$ cat src/rtl/moddown_pkg.sv
package moddown_pkg;
  localparam int CTRL_W = 6;
  localparam int B_EN   = 0;
  localparam int B_MODE = 1;
  localparam int B_PS   = 2;
  localparam int B_FL   = 4;
  localparam int B_LT   = 5;
  localparam int RAT_W  = 5;

  typedef struct packed {
    logic [1:0] ps;
    logic       reload;
    logic       en;
  } ctrl_t;

  // divider ratio for a select code
  function automatic logic [RAT_W-1:0] ps_ratio(input logic [1:0] sel);
    logic [RAT_W-1:0] r;
    case (sel)
      2'd0:    r = 5'd1;
      2'd1:    r = 5'd4;
      2'd2:    r = 5'd8;
      default: r = 5'd16;
    endcase
    return r;
  endfunction
endpackage

$ cat src/rtl/mdt_prescaler.sv
module mdt_prescaler #(
  parameter int RAT_W = 5
) (
  input  logic             clk,
  input  logic             rst_n,
  input  logic             run,
  input  logic             restart,
  input  logic [RAT_W-1:0] ratio,
  output logic             tick
);
  logic [RAT_W-1:0] pcnt;

  assign tick = run && (pcnt == ratio - RAT_W'(1));

  always_ff @(posedge clk) begin
    if (!rst_n)               pcnt <= '0;
    else if (restart || !run) pcnt <= '0;
    else if (tick)            pcnt <= '0;
    else                      pcnt <= pcnt + RAT_W'(1);
  end
endmodule

$ cat src/rtl/mdt_count.sv
module mdt_count #(
  parameter int CNT_W = 16
) (
  input  logic             clk,
  input  logic             rst_n,
  input  logic             run,
  input  logic             reload_mode,
  input  logic             force_load,
  input  logic             tick,
  input  logic [CNT_W-1:0] load_val,
  input  logic [1:0]       sel_req,
  output logic [CNT_W-1:0] count,
  output logic [1:0]       act_sel,
  output logic             zero_flag,
  output logic             reload_evt
);
  function automatic logic [CNT_W-1:0] dec1(input logic [CNT_W-1:0] v);
    return v - CNT_W'(1);
  endfunction

  logic at_zero;
  assign at_zero    = (count == '0);
  assign reload_evt = !force_load && run && tick && at_zero && reload_mode;

  always_ff @(posedge clk) begin
    if (!rst_n) begin
      count     <= '1;
      act_sel   <= 2'd0;
      zero_flag <= 1'b0;
    end else begin
      zero_flag <= 1'b0;
      if (force_load) begin
        count   <= load_val;
        act_sel <= sel_req;
      end else if (!run) begin
        count <= '1;
      end else if (tick) begin
        if (at_zero) begin
          if (reload_mode) begin
            count   <= load_val;
            act_sel <= sel_req;
          end
        end else begin
          count <= dec1(count);
          if (count == CNT_W'(1)) zero_flag <= 1'b1;
        end
      end
    end
  end
endmodule

$ cat src/rtl/mdt_capture_hold.sv
module mdt_capture_hold #(
  parameter int CH    = 4,
  parameter int CAP_W = 16,
  parameter int ACC_W = 8
) (
  input  logic                clk,
  input  logic                rst_n,
  input  logic                latch,
  input  logic [CH*CAP_W-1:0] cap_in,
  input  logic [CH-1:0]       acc_pulse,
  output logic [CH*CAP_W-1:0] hold_cap,
  output logic [CH*ACC_W-1:0] hold_acc,
  output logic [CH*ACC_W-1:0] acc_now
);
  for (genvar i = 0; i < CH; i++) begin : g_ch
    logic [ACC_W-1:0] acc;
    always_ff @(posedge clk) begin
      if (!rst_n) begin
        acc                          <= '0;
        hold_cap[i*CAP_W +: CAP_W]   <= '0;
        hold_acc[i*ACC_W +: ACC_W]   <= '0;
      end else if (latch) begin
        hold_cap[i*CAP_W +: CAP_W]   <= cap_in[i*CAP_W +: CAP_W];
        hold_acc[i*ACC_W +: ACC_W]   <= acc;
        acc                          <= '0;
      end else if (acc_pulse[i]) begin
        acc <= acc + ACC_W'(1);
      end
    end
    assign acc_now[i*ACC_W +: ACC_W] = acc;
  end
endmodule

$ cat src/rtl/moddown_timer.sv
module moddown_timer
  import moddown_pkg::*;
#(
  parameter int CNT_W = 16,
  parameter int CH    = 4,
  parameter int CAP_W = 16,
  parameter int ACC_W = 8
) (
  input  logic                clk,
  input  logic                rst_n,
  input  logic                ctrl_wr,
  input  logic [CTRL_W-1:0]   ctrl_wdata,
  output logic [CTRL_W-1:0]   ctrl_rdata,
  input  logic                load_wr,
  input  logic [CNT_W-1:0]    load_wdata,
  input  logic                latch_mode,
  input  logic                buf_en,
  input  logic [CH*CAP_W-1:0] cap_in,
  input  logic [CH-1:0]       acc_pulse,
  output logic [CNT_W-1:0]    count,
  output logic                zero_flag,
  output logic [CH*CAP_W-1:0] hold_cap,
  output logic [CH*ACC_W-1:0] hold_acc,
  output logic [CH*ACC_W-1:0] acc_now
);
  ctrl_t            ctrl_q;
  logic [CNT_W-1:0] load_q;
  logic             force_load, latch_fire, tick, reload_evt;
  logic [1:0]       sel_req, act_sel;
  logic [RAT_W-1:0] ratio;

  assign force_load = ctrl_wr && ctrl_wdata[B_FL] && ctrl_wdata[B_EN];
  assign latch_fire = ctrl_wr && ctrl_wdata[B_LT] && latch_mode && buf_en;
  assign sel_req    = ctrl_wr ? ctrl_wdata[B_PS +: 2] : ctrl_q.ps;
  assign ratio      = ps_ratio(act_sel);
  assign ctrl_rdata = {2'b00, ctrl_q.ps, ctrl_q.reload, ctrl_q.en};

  always_ff @(posedge clk) begin
    if (!rst_n) begin
      ctrl_q <= '0;
      load_q <= '0;
    end else begin
      if (ctrl_wr) begin
        ctrl_q.en     <= ctrl_wdata[B_EN];
        ctrl_q.reload <= ctrl_wdata[B_MODE];
        ctrl_q.ps     <= ctrl_wdata[B_PS +: 2];
      end
      if (load_wr) load_q <= load_wdata;
    end
  end

  mdt_prescaler #(.RAT_W(RAT_W)) u_ps (
    .clk(clk), .rst_n(rst_n), .run(ctrl_q.en), .restart(force_load),
    .ratio(ratio), .tick(tick)
  );

  mdt_count #(.CNT_W(CNT_W)) u_cnt (
    .clk(clk), .rst_n(rst_n), .run(ctrl_q.en), .reload_mode(ctrl_q.reload),
    .force_load(force_load), .tick(tick), .load_val(load_q), .sel_req(sel_req),
    .count(count), .act_sel(act_sel), .zero_flag(zero_flag), .reload_evt(reload_evt)
  );

  mdt_capture_hold #(.CH(CH), .CAP_W(CAP_W), .ACC_W(ACC_W)) u_cap (
    .clk(clk), .rst_n(rst_n), .latch(latch_fire), .cap_in(cap_in),
    .acc_pulse(acc_pulse), .hold_cap(hold_cap), .hold_acc(hold_acc), .acc_now(acc_now)
  );
endmodule

$ cat config.mk
export PLATFORM = sky130hd
export DESIGN_NAME = moddown_timer
export DESIGN_NICKNAME = d
export VERILOG_FILES = /design/src/rtl/moddown_pkg.sv /design/src/rtl/mdt_prescaler.sv /design/src/rtl/mdt_count.sv /design/src/rtl/mdt_capture_hold.sv /design/src/rtl/moddown_timer.sv
export SDC_FILE = /design/constraint.sdc
export NUM_CORES = 1
export LEC_CHECK = 0
export BUFFER_PORTS_ARGS = -buffer_cell sky130_fd_sc_hd__buf_2
export CAP_MARGIN = 20
export CORE_ASPECT_RATIO = 1.75
export CORE_UTILIZATION = 45
export CTS_CLUSTER_DIAMETER = 30
export DETAILED_ROUTE_END_ITERATION = 10
export PLACE_DENSITY = 0.87
export SETUP_SLACK_MARGIN = 0.2
export SLEW_MARGIN = 20
export SYNTH_ARGS = -nofsm -noshare
export SYNTH_HDL_FRONTEND = slang
export SYNTH_SLANG_ARGS = --single-unit
export TNS_END_PERCENT = 50
$ cat constraint.sdc
create_clock -name clk -period 1.9 [get_ports clk]
set_input_delay 0.095 -clock clk [delete_from_list [all_inputs] [get_ports clk]]
set_output_delay 0.095 -clock clk [all_outputs]
set_load 0.005 [all_outputs]
After elaboration in Yosys (flattened, before gate mapping)
Cells that the tools add are included.
Word-level totals
  flip-flop bits (word level): 172
  input port bits: 96
  output and inout port bits: 151
  word-level logic and storage cells: 68
Operators by class
  add/sub/neg operators: 7
  equal/unequal tests: 6
  muxes and demuxes: 13
  bitwise gates (word level): 3
  reduce and logical (&&, ||, !) cells: 19
Operators by type and width (number)
  16-bit two-way mux: 5
  8-bit by 1-bit adder with 8-bit output, second input constant: 4
  16-bit by 1-bit equality test with 1-bit output, second input constant: 1
  16-bit logical NOT: 1
  16-bit by 1-bit subtractor with 16-bit output, second input constant: 1
  5-bit one-hot mux with 3 select lines: 1
  2-bit two-way mux: 6
  2-bit nonzero test: 4
  1-bit logical AND: 6
  5-bit by 1-bit adder with 5-bit output, second input constant: 1
  5-bit equality test: 1
  5-bit OR reduction: 1
  5-bit by 1-bit subtractor with 5-bit output, second input constant: 1
  4-bit != test, second input constant: 1
  4-bit AND reduction: 1
  3-bit by 1-bit != test with 1-bit output, second input constant: 1
  1-bit inverter: 3
  3-bit OR reduction: 1
  2-bit by 1-bit equality test with 1-bit output, second input constant: 1
  2-bit equality test, second input constant: 1
  2-bit logical NOT: 1
  2-bit AND reduction: 1
  2-bit OR reduction: 1
  1-bit logical NOT: 1
  2 further kinds: 2

Longest topological paths before layout
  depth in word-level cells: 8
  mapped depth: 9
  depth with buffers taken out: 8

Cells and area by module
From an unflattened synthesis, not the netlist that was laid out.
Unflattened totals
  cell total of the unflattened synthesis: 738
  area, all modules: 7427.1 µm²
By module, submodules not included
  mdt_capture_hold: instances 1, cells an instance 456, area an instance 4922.2 µm², seq. area each 2562.5 µm²
  mdt_count: instances 1, cells an instance 166, area an instance 1292.5 µm², seq. area each 380.4 µm²
  moddown_timer: instances 1, cells an instance 74, area an instance 842.1 µm², seq. area each 400.4 µm²
  mdt_prescaler: instances 1, cells an instance 42, area an instance 370.4 µm², seq. area each 100.1 µm²

Worst setup path before layout
No wires, ideal clock.
  path kind: register to register
  start point: reg u_cnt.count[2]
  end point: reg u_cnt.count[13]
  library setup time: 119 ps
  data arrival time: 1787 ps
  data required time: 1781 ps
  path slack: -6 ps
  stages on the path, launching flop included: 6
  path buffers: 0
  period minus slack after synthesis: 1906 ps
  path through: dfxtp_1 > or4_4 > or4_4 > xnor2_2 > o22ai_1 > o21ai_2
On the way
  word-level cells in the longest chain between the ends: 5
  elaborated cells between the ends (all ways): 8
  classes of those cells: add/sub: 1; eq/ne: 1; mux: 4; reduce/logical: 2
RTL lines
  start, declared: line mdt_count.sv:12  | output logic [CNT_W-1:0] count,
  start signal, assigned: line mdt_count.sv:33  | count <= load_val;
  start signal, assigned: line mdt_count.sv:40  | count <= load_val;
  start signal, assigned: line mdt_count.sv:44  | count <= dec1(count);
  16-bit by 1-bit subtractor with 16-bit output / 16-bit logical NOT (equally long branches): line mdt_count.sv:18, mdt_count.sv:22
  16-bit two-way mux: line mdt_count.sv:38  | if (at_zero) begin
  16-bit two-way mux: line mdt_count.sv:37  | end else if (tick) begin
  16-bit two-way mux: line mdt_count.sv:35  | end else if (!run) begin
  16-bit two-way mux: line mdt_count.sv:32  | if (force_load) begin
Parallel ways exist; a longest one is shown, timed or not. The select of a mux whose other input is x is not followed.
A chain may end at the register's enable or synchronous reset.

Worst setup path in the final report
  start point: reg u_cnt.count[1]
  end point: reg u_cnt.count[4]
Same word-level chain as after synthesis.

==> impl_metrics.json <==
{
  "hold_class": "in2reg",
  "finalWorstSetupSlack_ns": -0.00830,
  "fmax_ghz": 0.524,
  "reg2reg_slack_ns": -0.008,
  "num_rows": 59,
  "final_cell_area_sq_um": 10300,
  "ys.flop_type": "dfxtp_1",
  "period_share": 1.00,
  "synth_top_area_share": 0.502,
  "die_w_microns": 95.3,
  "yosysMostFrequentCell": "nand2_1",
  "fill_cells": 1092,
  "finalCriticalPeriod_ns": 1.91,
  "dp.cells": 1235,
  "ys_seq_area_frac": 0.502,
  "first_global_vias": 7135,
  "wire_per_inst_microns": 17.4,
  "fin_nets": 1281,
  "fin_tns_setup_ns": -0.00830,
  "critical_path.top_delay_family": "simple AND/OR/NAND/NOR gates",
  "io_pins": 247,
  "worst_pin_slew_ns": 0.563,
  "cts_buffers": 17,
  "async_flop_share": 0,
  "crit_start": "u_cnt.count[1]$_SDFFE_PN1P_",
  "hpwl_microns": 14100,
  "drtPass1Iterations": 5,
  "startpoint_type": "flop",
  "netlist_top_cells_count": "nand2_1 (217), dfxtp_1 (172), a21oi_1 (111), nor2_1 (68), clkbuf_1 (39)",
  "root_buffer": "clkbuf_16",
  "r2r-end": "u_cnt.count[4]$_SDFFE_PN1P_",
  "clk_pin_slew_ns": 0.07,
  "cp_num_buf_inv": 2,
  "drive_above_1_share": 0.323,
  "hold_ws_ns": 0.0475,
  "cp_cell_sequence": "inv_4 -> buf_4 -> ha_2 -> nor3b_1 -> xnor2_1 -> nand3_1 -> o21ai_1 -> o2bb2ai_1 -> o21ai_0",
  "p_leak_uw": 0.00449,
  "relSlewSlack": 0.624,
  "start_util": 0.460,
  "grt_pass1_wl_microns": 35000,
  "final_core_util": 0.688,
  "placed_area_sq_um": 8460,
  "place_congestion": 0.954,
  "synth_area_leaders": "dfxtp_1 (50%), nand2_1 (12%), a21oi_1 (8.1%), nor2_1 (3.7%), mux2i_1 (3.5%)",
  "maxCapViolations": 0,
  "regArea_sq_um": 3470,
  "worstPathArrival_ns": 2.20,
  "ys_types": 48,
  "ir_worst_vdd_uv": 540,
  "yosys.area.top_type": "dfxtp_1",
  "worstSetupPathType": "reg2reg",
  "grt_overflow": 0,
  "critPathMaxFanout": 6,
  "clock-sinks": 172,
  "dieHeight_microns": 165,
  "core_sq_um": 14900,
  "dieArea_sq_um": 15800,
  "area.growth.synth_to_final_pct": 49.7,
  "yosysWarningCount": 0,
  "crit_path_top_delay_cell": "dfxtp_4",
  "min_path_cells": 2,
  "r2r_start": "u_cnt.count[1]$_SDFFE_PN1P_",
  "wirelength_microns": 23900,
  "cts_tree": "done",
  "p_per_area_nw_per_um2": 779,
  "skew_ns": 0.0120,
  "routed_via_density": 5.43,
  "clockBufferDepth": 2,
  "synth_edf_count": 0,
  "stdcell_count": 1374,
  "ys_ff_latch": 172,
  "worstPathRequired_ns": 2.19,
  "multi_input_area_sq_um": 3350,
  "failed_checks": "negative setup slack",
  "syn_inst": 822,
  "htreeDepth": 4,
  "setup_viol": 1,
  "portBuffers": 244,
  "slowest_delay_ns": 0.36,
  "dr_total_vias": 7458,
  "worstHoldStart": "rst_n",
  "grt_max_degree": 97,
  "syn_area_per_cell_sq_um": 8.34,
  "insertion_delay_ns": 0.42,
  "reg2reg_depth": 9,
  "hold_viol": 0,
  "worstSetupEndpointType": "flop",
  "status": "finished, violations left",
  "syn_area_sq_um": 6860,
  "hold-path-endpoint": "u_cnt.count[1]$_SDFFE_PN1P_",
  "final_max_slew_viol_count": 0,
  "drtIter0Drc": 410,
  "antenna_found_initial": 1,
  "rsz0062_at_grt": "true",
  "drc": 0,
  "ant_nets": 0,
  "track_usage": 0.291
}
## worst max path at each step
stage / to / cells after the start
after floorplan: u_cnt.count[13]$_SDFFE_PN1P_ / 6
after global placement: u_cnt.count[11]$_SDFFE_PN1P_ / 8
after detailed placement: u_cnt.count[2]$_SDFFE_PN1P_ / 8
after CTS: u_cnt.count[13]$_SDFFE_PN1P_ / 5
after global routing: u_cnt.count[4]$_SDFFE_PN1P_ / 9
final: u_cnt.count[4]$_SDFFE_PN1P_ / 9
## where the power goes
group | total [uW] | internal (uW) | leakage (uW) | switching (uW)
clock network | 3450 | 1860 | 0.000271 | 1590
registers | 3780 | 3690 | 0.00139 | 95.3
logic | 759 | 391 | 0.00283 | 367
## final cells by class
type / instances / share of cell area
diodes: 1 / 0.000244
clock buffers: 18 / 0.0418
clock inverters: 14 / 0.0147
inverters: 6 / 0.00293
multi-input cells: 593 / 0.326
flip-flops and latches: 172 / 0.338
well taps: 183 / 0.0223
repair buffers: 387 / 0.254
## layout by cell type (no fill, tap or decap), types with 3 or more instances in the layout
cell type / instances
buf_4: 47
inv_1: 3
dfxtp_2: 6
a22oi_1: 3
inv_6: 5
o21ai_1: 5
nor2_2: 3
xnor2_1: 13
or3_1: 3
o22ai_1: 3
mux2i_1: 24
buf_2: 244
nor4_4: 3
o22a_1: 3
a21oi_1: 109
nor3_1: 6
clkinvlp_4: 4
nand2_1: 216
nand4_1: 20
buf_12: 4
ha_1: 6
dlygate4sd3_1: 89
dfxtp_1: 161
nor2_1: 65
and3_1: 8
inv_4: 3
dfxtp_4: 5
o21ai_0: 12
clkbuf_16: 19
nand3_1: 11
xor2_1: 27
## state kept, by name, summed over array words and instances (netlist names)
name / cells
u_cap.hold_cap: 64
u_cap.g_ch.acc: 32
u_cap.hold_acc: 32
load_q: 16
u_cnt.count: 16
u_ps.pcnt: 5
ctrl_rdata: 4
u_cnt.act_sel: 2
u_cnt.zero_flag: 1
## worst register-to-register path, cell delays in order, from the launching register on
cell	delay (ns)
dfxtp_4	0.36
inv_4	0.07
buf_4	0.13
ha_2	0.27
nor3b_1	0.34
xnor2_1	0.19
nand3_1	0.10
o21ai_1	0.09
o2bb2ai_1	0.12
o21ai_0	0.11
## per-layer routing
metal	share of wire	track usage	routed length, microns
met1	0.35	0.309	8260
met2	0.53	0.516	12600
met3	0.070	0.0673	1660
met4	0.054	0.167	1300
met5	0	0	0
## logic make-up after synthesis
| kind of cell | count (synthesis) | share of synthesized area |
|---|---|---|
| and+or+nand+nor | 359 | 0.230 |
| xor gates and xnor gates | 41 | 0.0534 |
| adders and majority gates | 8 | 0.0146 |
| AOI/OAI and AO/OA | 159 | 0.130 |
| other | 1 | 0.000547 |
| buffers and inverters | 58 | 0.0348 |
| muxes | 24 | 0.0350 |
| DFF | 172 | 0.502 |
## through the flow
stage,setup slack (ns),power [uW]
after global placement,0.0356,4390
final,-0.00830,7990
after CTS,0.0953,8000
after floorplan,0.0957,4120
after global routing,-0.0695,8250
after detailed placement,0.0112,4410
## what timing repair did
item / 4_1_cts / 5_1_grt
resized for setup: 29 / 18
hold buffers: 89 / 0
setup endpoints to repair: 18 / 19
endpoints found under the hold margin: 93 / 0
cloned: 0 / 3
pin swaps: 14 / 5
buffers inserted: 8 / 6
No activity file was read; power rests on OpenSTA's default activity.
